### src/rtl/uft_pkg.sv
package uft_pkg;

    typedef enum logic [2:0] {
        ST_IDLE  = 3'd0,
        ST_START = 3'd1,
        ST_DATA  = 3'd2,
        ST_PAR   = 3'd3,
        ST_STOP  = 3'd4
    } tx_state_e;

    typedef struct packed {
        logic       over8;
        logic [1:0] len;
        logic       stop2;
        logic       par_on;
        logic [1:0] par_kind;
    } line_cfg_t;

    localparam int CHAR_W   = 8;
    localparam int MIN_BITS = 5;

endpackage

### src/rtl/uft_queue.sv
module uft_queue #(
    parameter int W     = 8,
    parameter int DEPTH = 4
) (
    input  logic         clk,
    input  logic         rst_n,
    input  logic         push,
    input  logic [W-1:0] push_data,
    input  logic         pop,
    output logic         ready,
    output logic         empty,
    output logic [W-1:0] head
);
    localparam int PW = (DEPTH > 1) ? $clog2(DEPTH) : 1;
    localparam int CW = $clog2(DEPTH + 1);

    typedef struct packed {
        logic [PW-1:0] rd;
        logic [PW-1:0] wr;
        logic [CW-1:0] cnt;
    } q_regs_t;

    q_regs_t     r_d, r_q;
    logic [W-1:0] mem_q [DEPTH];
    logic [W-1:0] mem_d [DEPTH];
    logic         put, take;

    function automatic logic [PW-1:0] bump(input logic [PW-1:0] p);
        return (p == PW'(DEPTH - 1)) ? '0 : p + PW'(1);
    endfunction

    always_comb begin
        r_d   = r_q;
        mem_d = mem_q;
        ready = (r_q.cnt != CW'(DEPTH));
        empty = (r_q.cnt == '0);
        head  = mem_q[r_q.rd];
        put   = push && ready;
        take  = pop && !empty;
        if (put) begin
            mem_d[r_q.wr] = push_data;
            r_d.wr        = bump(r_q.wr);
        end
        if (take) begin
            r_d.rd = bump(r_q.rd);
        end
        case ({put, take})
            2'b10:   r_d.cnt = r_q.cnt + CW'(1);
            2'b01:   r_d.cnt = r_q.cnt - CW'(1);
            default: r_d.cnt = r_q.cnt;
        endcase
    end

    always_ff @(posedge clk or negedge rst_n) begin
        if (!rst_n) begin
            r_q <= '0;
        end else begin
            r_q <= r_d;
        end
    end

    always_ff @(posedge clk) begin
        mem_q <= mem_d;
    end

    p_count_bound_r9: assert property (@(posedge clk) disable iff (!rst_n)
        r_q.cnt <= CW'(DEPTH));

    p_no_underflow_r9: assert property (@(posedge clk) disable iff (!rst_n)
        pop |-> !empty);

    p_full_holds_r9: assert property (@(posedge clk) disable iff (!rst_n)
        (!ready && !pop) |=> !ready);

endmodule

### src/rtl/uft_parity.sv
module uft_parity
    import uft_pkg::*;
(
    input  logic [CHAR_W-1:0] data,
    input  line_cfg_t         cfg,
    output logic              pbit
);
    logic [CHAR_W-1:0] mask;
    logic              ones_odd;

    always_comb begin
        for (int i = 0; i < CHAR_W; i++) begin
            mask[i] = (i < (MIN_BITS + int'(cfg.len)));
        end
        ones_odd = ^(data & mask);
        case (cfg.par_kind)
            2'd0:    pbit = ~ones_odd;
            2'd1:    pbit = ones_odd;
            2'd2:    pbit = 1'b1;
            default: pbit = 1'b0;
        endcase
    end

endmodule

### src/rtl/uft_shifter.sv
module uft_shifter
    import uft_pkg::*;
#(
    parameter int TICKS_X16 = 16,
    parameter int TICKS_X8  = 8
) (
    input  logic              clk,
    input  logic              rst_n,
    input  logic              run,
    input  logic              os_tick,
    input  logic              brk,
    input  line_cfg_t         cfg_in,
    input  logic              q_empty,
    input  logic [CHAR_W-1:0] q_data,
    output logic              pop,
    output logic              idle,
    output logic              txd
);
    localparam int TW = $clog2(2 * TICKS_X16 + 1);

    typedef struct packed {
        tx_state_e         st;
        logic [TW-1:0]     ticks;
        logic [2:0]        bidx;
        logic [CHAR_W-1:0] sh;
        logic              pbit;
        line_cfg_t         cfg;
    } sh_regs_t;

    sh_regs_t      r_d, r_q;
    logic          new_pbit;
    logic [TW-1:0] bit_len, stop_len, limit;
    logic [2:0]    last_idx;
    logic          last_tick;

    uft_parity u_par (
        .data (q_data),
        .cfg  (cfg_in),
        .pbit (new_pbit)
    );

    always_comb begin
        r_d = r_q;
        pop = 1'b0;
        bit_len = r_q.cfg.over8 ? TW'(TICKS_X8) : TW'(TICKS_X16);
        if (!r_q.cfg.stop2) begin
            stop_len = bit_len;
        end else if (r_q.cfg.len == 2'd0) begin
            stop_len = bit_len + (bit_len >> 1);
        end else begin
            stop_len = bit_len << 1;
        end
        limit     = (r_q.st == ST_STOP) ? stop_len : bit_len;
        last_tick = os_tick && (r_q.ticks == limit - TW'(1));
        last_idx  = {1'b0, r_q.cfg.len} + 3'd4;

        if (!run) begin
            r_d.st    = ST_IDLE;
            r_d.ticks = '0;
        end else if (r_q.st == ST_IDLE) begin
            if (!q_empty) begin
                pop       = 1'b1;
                r_d.st    = ST_START;
                r_d.ticks = '0;
                r_d.bidx  = '0;
                r_d.sh    = q_data;
                r_d.pbit  = new_pbit;
                r_d.cfg   = cfg_in;
            end
        end else if (os_tick) begin
            if (last_tick) begin
                r_d.ticks = '0;
                case (r_q.st)
                    ST_START: r_d.st = ST_DATA;
                    ST_DATA: begin
                        r_d.sh = r_q.sh >> 1;
                        if (r_q.bidx == last_idx) begin
                            r_d.st = r_q.cfg.par_on ? ST_PAR : ST_STOP;
                        end else begin
                            r_d.bidx = r_q.bidx + 3'd1;
                        end
                    end
                    ST_PAR:  r_d.st = ST_STOP;
                    default: r_d.st = ST_IDLE;
                endcase
            end else begin
                r_d.ticks = r_q.ticks + TW'(1);
            end
        end

        idle = (r_q.st == ST_IDLE);
        if (brk) begin
            txd = 1'b0;
        end else if (!run) begin
            txd = 1'b1;
        end else begin
            case (r_q.st)
                ST_START: txd = 1'b0;
                ST_DATA:  txd = r_q.sh[0];
                ST_PAR:   txd = r_q.pbit;
                default:  txd = 1'b1;
            endcase
        end
    end

    always_ff @(posedge clk or negedge rst_n) begin
        if (!rst_n) begin
            r_q <= '{st: ST_IDLE, default: '0};
        end else begin
            r_q <= r_d;
        end
    end

    p_bit_index_r1: assert property (@(posedge clk) disable iff (!rst_n)
        (r_q.st == ST_DATA) |-> (r_q.bidx <= last_idx));

    p_start_from_idle_r2: assert property (@(posedge clk) disable iff (!rst_n)
        (r_q.st == ST_START && $past(r_q.st) != ST_START) |-> $past(r_q.st) == ST_IDLE);

    p_tick_window_r5: assert property (@(posedge clk) disable iff (!rst_n)
        (r_q.st != ST_IDLE) |-> (r_q.ticks < limit));

    p_abort_to_idle_r7: assert property (@(posedge clk) disable iff (!rst_n)
        !run |=> (r_q.st == ST_IDLE));

    p_cfg_frozen_r10: assert property (@(posedge clk) disable iff (!rst_n)
        (r_q.st != ST_IDLE && $past(r_q.st) != ST_IDLE) |-> $stable(r_q.cfg));

endmodule

### src/rtl/uart_frame_tx.sv
module uart_frame_tx
    import uft_pkg::*;
#(
    parameter int DEPTH     = 4,
    parameter int TICKS_X16 = 16,
    parameter int TICKS_X8  = 8
) (
    input  logic       clk,
    input  logic       rst_n,
    input  logic       en_global,
    input  logic       en_tx,
    input  logic       os_tick,
    input  logic       over8,
    input  logic [1:0] len_code,
    input  logic       stop_sel,
    input  logic       par_en,
    input  logic [1:0] par_type,
    input  logic       brk,
    input  logic       push_valid,
    input  logic [7:0] push_data,
    output logic       push_ready,
    output logic       txd,
    output logic       hold_empty,
    output logic       tx_empty
);
    line_cfg_t         cfg;
    logic              run, q_empty, pop, sh_idle;
    logic [CHAR_W-1:0] q_head;

    always_comb begin
        run = en_global && en_tx;
        cfg = '{over8: over8, len: len_code, stop2: stop_sel,
                par_on: par_en, par_kind: par_type};
        hold_empty = q_empty;
        tx_empty   = q_empty && sh_idle;
    end

    uft_queue #(.W(CHAR_W), .DEPTH(DEPTH)) u_queue (
        .clk       (clk),
        .rst_n     (rst_n),
        .push      (push_valid),
        .push_data (push_data),
        .pop       (pop),
        .ready     (push_ready),
        .empty     (q_empty),
        .head      (q_head)
    );

    uft_shifter #(.TICKS_X16(TICKS_X16), .TICKS_X8(TICKS_X8)) u_shift (
        .clk     (clk),
        .rst_n   (rst_n),
        .run     (run),
        .os_tick (os_tick),
        .brk     (brk),
        .cfg_in  (cfg),
        .q_empty (q_empty),
        .q_data  (q_head),
        .pop     (pop),
        .idle    (sh_idle),
        .txd     (txd)
    );

    p_busy_needs_run_r7: assert property (@(posedge clk) disable iff (!rst_n)
        (!run && !brk) |-> txd);

    p_break_low_r6: assert property (@(posedge clk) disable iff (!rst_n)
        brk |-> !txd);

    p_empty_order_r8: assert property (@(posedge clk) disable iff (!rst_n)
        tx_empty |-> hold_empty);

endmodule

### config.mk
export PLATFORM = sky130hd
export DESIGN_NAME = uart_frame_tx
export DESIGN_NICKNAME = d
export VERILOG_FILES = /design/src/rtl/uft_pkg.sv /design/src/rtl/uft_queue.sv /design/src/rtl/uft_parity.sv /design/src/rtl/uft_shifter.sv /design/src/rtl/uart_frame_tx.sv
export SDC_FILE = /design/constraint.sdc
export NUM_CORES = 1
export LEC_CHECK = 0
export BUFFER_PORTS_ARGS = -buffer_cell sky130_fd_sc_hd__buf_2
export CAP_MARGIN = 20
export CELL_PAD_IN_SITES_DETAIL_PLACEMENT = 1
export CELL_PAD_IN_SITES_GLOBAL_PLACEMENT = 1
export CORE_MARGIN = 2
export CORE_UTILIZATION = 30
export CTS_CLUSTER_DIAMETER = 120
export DETAILED_ROUTE_END_ITERATION = 8
export PLACE_DENSITY = 0.57
export SLEW_MARGIN = 30
export SYNTH_ARGS = -nofsm -noshare
export SYNTH_HDL_FRONTEND = slang
export SYNTH_SLANG_ARGS = --single-unit
### constraint.sdc
create_clock -name clk -period 4.5 [get_ports clk]
set_input_delay 0.9 -clock clk [delete_from_list [all_inputs] [get_ports clk]]
set_output_delay 0.9 -clock clk [all_outputs]
set_load 0.02 [all_outputs]
==> results of run 1 <==
## cells by family (layout without fill, tap and decap cells)
family,after synthesis,after routing,synth area share (%)
AOI/OAI and AO/OA,35,35,7.51
xor gates and xnor gates,17,17,4.98
adders and majority gates,11,11,4.44
buffers and inverters,21,54,3.14
DFF,65,65,54.7
muxes,15,15,8.62
and+or+nand+nor,97,97,16.6
## registers in the layout, indices dropped and copies added (netlist names)
signal and count:
u_queue.r_q 7, u_queue.mem_q 32, u_shift.r_q 26
## worst max path at each step
stage,from,endpoint,slack (ps)
5_1_grt,u_shift.r_q[27],u_queue.r_q[2],1110
2_1_floorplan,en_global,u_queue.r_q[2],1680
6_report,u_shift.r_q[27],u_queue.r_q[2],1360
4_1_cts,u_shift.r_q[27],u_queue.r_q[2],1320
3_3_place_gp,en_global,u_queue.r_q[2],1310
3_5_place_dp,en_global,u_queue.r_q[2],1170
## cell usage in the layout, fill, tap and decap left out, types with 2 or more instances in the layout
cell and count:
mux4_1 6, nor2_1 23, inv_1 13, clkbuf_8 9, or3_1 3, nand4_1 4, and3_1 7, mux2_2 3
buf_2 25, o21ai_0 4, xnor2_1 7, a221oi_1 7, a31oi_1 2, xor2_1 9, nor3_1 3, dfrtp_1 33
a21oi_1 10, or2_2 2, ha_1 10, edfxtp_1 32, nor2b_1 3, a21o_1 4, nand3_1 7, mux4_2 2
inv_6 4, mux2i_1 3, nand2_1 29
## power by group through the flow
stage | logic [mW] | registers [mW] | clock network (mW)
after floorplan | 0.638 | 0.864 | 0
after global placement | 0.752 | 0.925 | 0
after detailed placement | 0.766 | 0.933 | 0
after CTS | 0.772 | 0.920 | 0.546
after global routing | 0.856 | 0.943 | 0.567
final | 0.752 | 0.915 | 0.531
## per-layer routing
metal	wire [um]	vias up	global-route usage [%]	share of wire, %
met2	3350	28	21.8	48
li1	-	1014	-	-
met5	0	-	0	0
met4	60	0	3.85	0.87
met3	228	7	2.95	3.3
met1	3260	1022	17.1	47
## tightest hold or removal path, cell delays in order (launching register included)
cell and delay, ps:
dfrtp_1 350, nand2_1 50, o21ai_1 60
## final cells by class
| class | count | share of cell area (%) |
|---|---|---|
| repair buffers | 25 | 3.36 |
| multi-input cells | 175 | 37.0 |
| clock buffers | 9 | 3.33 |
| well taps | 140 | 4.71 |
| inverters | 13 | 1.31 |
| flip-flops and latches | 65 | 48.0 |
| clock inverters | 7 | 2.29 |
## through the flow
step	area, um^2	hold WS [ps]	worst slack (ps)	util (%)	power (mW)
final	3720	488	1360	34.6	2.20
after global routing	3720	522	1110	34.6	2.37
after CTS	3720	497	1320	34.6	2.24
after detailed placement	3510	478	1170	32.7	1.70
after global placement	3510	462	1310	32.7	1.68
after floorplan	3270	446	1680	-	1.50
==> impl_metrics.json, run 1 <==
{
  "drive_gt1_share_pct": 21.1,
  "n_antenna_cell": 0,
  "yosysMostFrequentCell": "dfrtp_1",
  "portBuffers": 25,
  "synth_area_leaders": "edfxtp_1 29%, dfrtp_1 25%, mux4_1 4.8%, ha_1 3.8%, nand2_1 3.3%",
  "cts_buffers": 9,
  "core_area_mm2": 0.0107,
  "ctsResizeCount": 0,
  "path_max_fanout": 14,
  "critPathLaunchType": "flop",
  "htree_num_levels": 3,
  "ys_seq_area_share_pct": 54.7,
  "grt_usage_pct": 13.1,
  "die_h_um": 108,
  "drcViolationCount": 0,
  "dp_cells": 418,
  "fin_crit_sh_pct": 69.8,
  "hold_path_class": "reg -> reg",
  "cp_num_buf_inv": 2,
  "root_buffer": "clkbuf_8",
  "timing.final.crit_period_ps": 3140,
  "clk_pin_slew_ps": 80,
  "worstPathArrival_ps": 3400,
  "skew_ps": 9.01,
  "r2r_setup_slack_ps": 1360,
  "synth_fp_nets": 294,
  "crit_chain": "or3_1 > nor2_4 > nand2_4 > inv_1 > ha_1 > inv_1 > fa_1 > xor2_1 > nor2_1 > xor2_1",
  "setup_viol": 0,
  "multi_input_area_mm2": 0.00138,
  "yosysTopAreaCell": "edfxtp_1",
  "avgSynthCellArea_um2": 12.5,
  "seq_power_share_pct": 41.6,
  "switchingPower_uw": 787,
  "worst_setup_path_end_kind": "flop",
  "clock_sinks": 65,
  "reg2reg_to": "u_queue.r_q[2]",
  "maxCapViolations": 0,
  "drtAntennaViolNets": 0,
  "grt_pass1_vias": 2293,
  "via_per_inst": 4.77,
  "critical_path.top_delay_family": "simple AND/OR/NAND/NOR gates",
  "wl_per_cell_um": 15.9,
  "p_int_mw": 1.41,
  "drv_slew": 0,
  "yosysWarnings": 0,
  "fin_setup_tns_ps": 0,
  "cts_tree": "done",
  "ys_top_cells_by_count": "33 x dfrtp_1, 32 x edfxtp_1, 29 x nand2_1",
  "p_clk_share_pct": 24.2,
  "start_util_pct": 30.4,
  "die_w_um": 108,
  "gp_congestion": 0.730,
  "regArea_mm2": 0.00179,
  "path_class": "reg -> reg",
  "hold_viol_final": 0,
  "min_to": "u_shift.r_q[7]",
  "cpMaxStageDelayCell": "or3_1",
  "dp_hpwl_mm": 5.06,
  "ys_ff_latch": 65,
  "crit_path_max_incr_delay_ps": 660,
  "rsz0062_at_grt": "no",
  "clockBufferDepth": 2,
  "fmax_mhz": 318,
  "synth_edf_count": 32,
  "status": "complete, no violations",
  "yosys.area.top_type_share_pct": 29.4,
  "num_vias": 2071,
  "syn_inst": 261,
  "nFillCells": 1206,
  "synth_top_flop_cell": "dfrtp_1",
  "worst-path-stages": 10,
  "hold_buffers": 0,
  "async_flop_share_pct": 50.8,
  "syn_to_final_growth_pct": 13.9,
  "hold_depth": 2,
  "design.portCount": 26,
  "total_leakage_power_nw": 1.56,
  "rows": 38,
  "worst_pin_slew_ps": 784,
  "die-area_mm2": 0.0117,
  "fin_cells": 434,
  "swShare_pct": 35.8,
  "post_cts_buffers": 0,
  "antenna_found_initial": 0,
  "overflow": 0,
  "insertion_delay_ps": 340,
  "rr_startpoint": "u_shift.r_q[27]",
  "p_comb_share_pct": 34.2,
  "grt_first_pass_wirelength_mm": 11.6,
  "cellPowerDensity_mw_per_mm2": 591,
  "reg2reg_depth": 10,
  "crit_required_ps": 4760,
  "dr.first_iter.drc_count": 69,
  "ys_types": 56,
  "slew_headroom_pct": 47.7,
  "synthesis.area_mm2": 0.00327,
  "grt_max_degree": 34,
  "drt_wl_total_mm": 6.90,
  "firstDrtPassIters": 4,
  "layout.nets": 322,
  "hold_start": "u_shift.r_q[7]",
  "vdd_ir_drop_max_uv": 245
}
Note: power is estimated with default switching activity, not from simulation.
==> inputs of run 2 (changes only) <==
==> constraint.sdc (replaced) <==
create_clock -name clk -period 3.1 [get_ports clk]
set_input_delay 0.62 -clock clk [delete_from_list [all_inputs] [get_ports clk]]
set_output_delay 0.62 -clock clk [all_outputs]
set_load 0.02 [all_outputs]
==> run 2 against run 1 <==
Sequential share of layout area fell by 0.081 points. Highest routed layer unchanged. Final area rose by 0.17%. Via count rose by 1.7%. Cell count rose by 1.2%. Core utilization rose by 0.058 points. Combinational power rose by 45%. Critical path depth fell by 1. Die area did not move. Flip-flop and latch count did not move. Global-route usage barely moved.
==> impl_metrics.json, run 2 (same netlist as run 1, synthesis figures left out) <==
{
  "skew_ps": 8.72,
  "fin_crit_sh_pct": 89.4,
  "core_area_mm2": 0.0107,
  "cellPowerDensity_mw_per_mm2": 826,
  "mostFrequentLayoutCell": "dfrtp_1",
  "die_h_um": 108,
  "seq_power_share_pct": 43.1,
  "final_cell_mix": "33 x dfrtp_1, 32 x edfxtp_1, 29 x nand2_1, 25 x buf_2, 23 x nor2_1",
  "grt_first_pass_wirelength_mm": 11.6,
  "drt_wl_total_mm": 6.81,
  "fin_hold_ws_ps": 343,
  "rsz0062_at_grt": "no",
  "path_max_fanout": 8,
  "dr.first_iter.drc_count": 52,
  "hold_path_class": "in -> async",
  "p_comb_share_pct": 35.5,
  "fmax_mhz": 361,
  "syn_to_final_growth_pct": 14.1,
  "largest_reg_flops": 32,
  "swShare_pct": 36.2,
  "grt_max_degree": 34,
  "htree_num_levels": 3,
  "firstDrtPassIters": 4,
  "vdd_ir_drop_max_uv": 321,
  "fin_area_mm2": 0.00373,
  "crit_path_max_incr_delay_ps": 510,
  "via_per_inst": 4.80,
  "reg2reg_depth": 9,
  "worst_setup_path_end_kind": "flop",
  "p_clk_share_pct": 21.4,
  "p_int_mw": 1.97,
  "critPathLaunchType": "flop",
  "portBuffers": 25,
  "cpMaxStageDelayCell": "nor4bb_1",
  "clock_sinks": 65,
  "antenna_found_initial": 0,
  "dpl_cell_area_mm2": 0.00355,
  "clk_pin_slew_ps": 80,
  "maxCapViolations": 0,
  "grt_usage_pct": 13.1,
  "timing.final.crit_period_ps": 2770,
  "gp_congestion": 0.740,
  "wl_per_cell_um": 15.5,
  "slew_headroom_pct": 46.9,
  "dpl_worst_slack_ps": 360,
  "switchingPower_mw": 1.11,
  "drtAntennaViolNets": 0,
  "num_vias": 2107,
  "n_antenna_cell": 0,
  "path_class": "reg -> reg",
  "rows": 38,
  "cts_buffers": 9,
  "status": "complete, no violations",
  "ctsResizeCount": 0,
  "fin_cells": 439,
  "total_leakage_power_nw": 1.57,
  "grt_pass1_vias": 2310,
  "start_util_pct": 30.4,
  "cts_tree": "done",
  "drv_slew": 0,
  "post_cts_buffers": 0,
  "design.portCount": 26,
  "reg.largest.list": "u_queue.mem_q x32, u_shift.r_q x26, u_queue.r_q x7",
  "crit_chain": "nor4bb_1 > nand2_1 > ha_1 > xor2_1 > and3_1 > and4_1 > a21o_1 > and3_1 > mux2_2",
  "clockBufferDepth": 2,
  "die-area_mm2": 0.0117,
  "dp_hpwl_mm": 4.95,
  "overflow": 0,
  "layout.nets": 327,
  "die_w_um": 108,
  "root_buffer": "clkbuf_8",
  "drive_gt1_share_pct": 22.4,
  "insertion_delay_ps": 350,
  "path_common_cell": "and3_1",
  "top_register": "u_queue.mem_q",
  "dp_cells": 423,
  "postLayoutSetupSlackWorst_ps": 330,
  "setup_viol": 0,
  "hold_buffers": 0,
  "worst_pin_slew_ps": 797,
  "drcViolationCount": 0,
  "crit_required_ps": 3340,
  "worstPathArrival_ps": 3010,
  "hold_viol_final": 0,
  "fin_setup_tns_ps": 0
}
-- run 2: changes by cell type in the layout (fill, tap and decap cells not counted), sizes merged --
cell    before  now
inv         18   15
bufinv       1    0
clkinv       1    5
buf         25   30
-- run 2: worst max-delay path: cells and delay by family, from the launching register on --
| family | cells | cell delay [ps] |
|---|---|---|
| adders and majority gates | 1 | 310 |
| muxes | 1 | 250 |
| AOI/OAI and AO/OA | 1 | 280 |
| DFF | 1 | 420 |
| xor gates and xnor gates | 1 | 140 |
| and+or+nand+nor | 5 | 1270 |
-- run 2: per-layer routing --
metal,vias up,wire (um),GRT usage [%],share of wire (%)
met5,-,0,0,0
met1,1050,2980,15.4,44
met2,31,3480,22.7,51
li1,1017,-,-,-
met3,9,241,3.80,3.5
met4,0,104,5.04,1.5
-- run 2: power by group through the flow --
stage          combinational [mW]  sequential (mW)  clock (mW)
2_1_floorplan               0.926             1.25           0
3_3_place_gp                 1.09             1.34           0
3_5_place_dp                 1.11             1.35           0
4_1_cts                      1.12             1.33       0.687
5_1_grt                      1.24             1.36       0.724
6_report                     1.09             1.33       0.658
-- run 2: path summary, 6_finish.rpt --
check,from,end,slack (ps)
min in group clk,par_en,u_shift.r_q[2],460
setup / recovery,u_shift.r_q[3],u_shift.r_q[16],330
max in group asynchronous,rst_n,u_shift.r_q[19],2240
hold reg to reg,u_shift.r_q[15],u_shift.r_q[15],480
setup reg to reg,u_shift.r_q[3],u_shift.r_q[16],330
hold / removal,rst_n,u_queue.r_q[4],340
-- run 2: cell type report --
cell class / instances / area, um^2
inverter: 13 / 48.8
fill: 1220 / 7020
multi-input combinational: 175 / 1380
sequential: 65 / 1790
timing repair buffer: 30 / 163
clock inverter: 7 / 53.8
tap: 140 / 175
clock buffer: 9 / 124
-- run 2: metrics by stage --
stage	utilization, %	power, mW
after detailed placement	33.0	2.47
after CTS	34.7	3.14
after global routing	34.7	3.33
after floorplan	-	2.18
final	34.7	3.08
after global placement	33.0	2.43
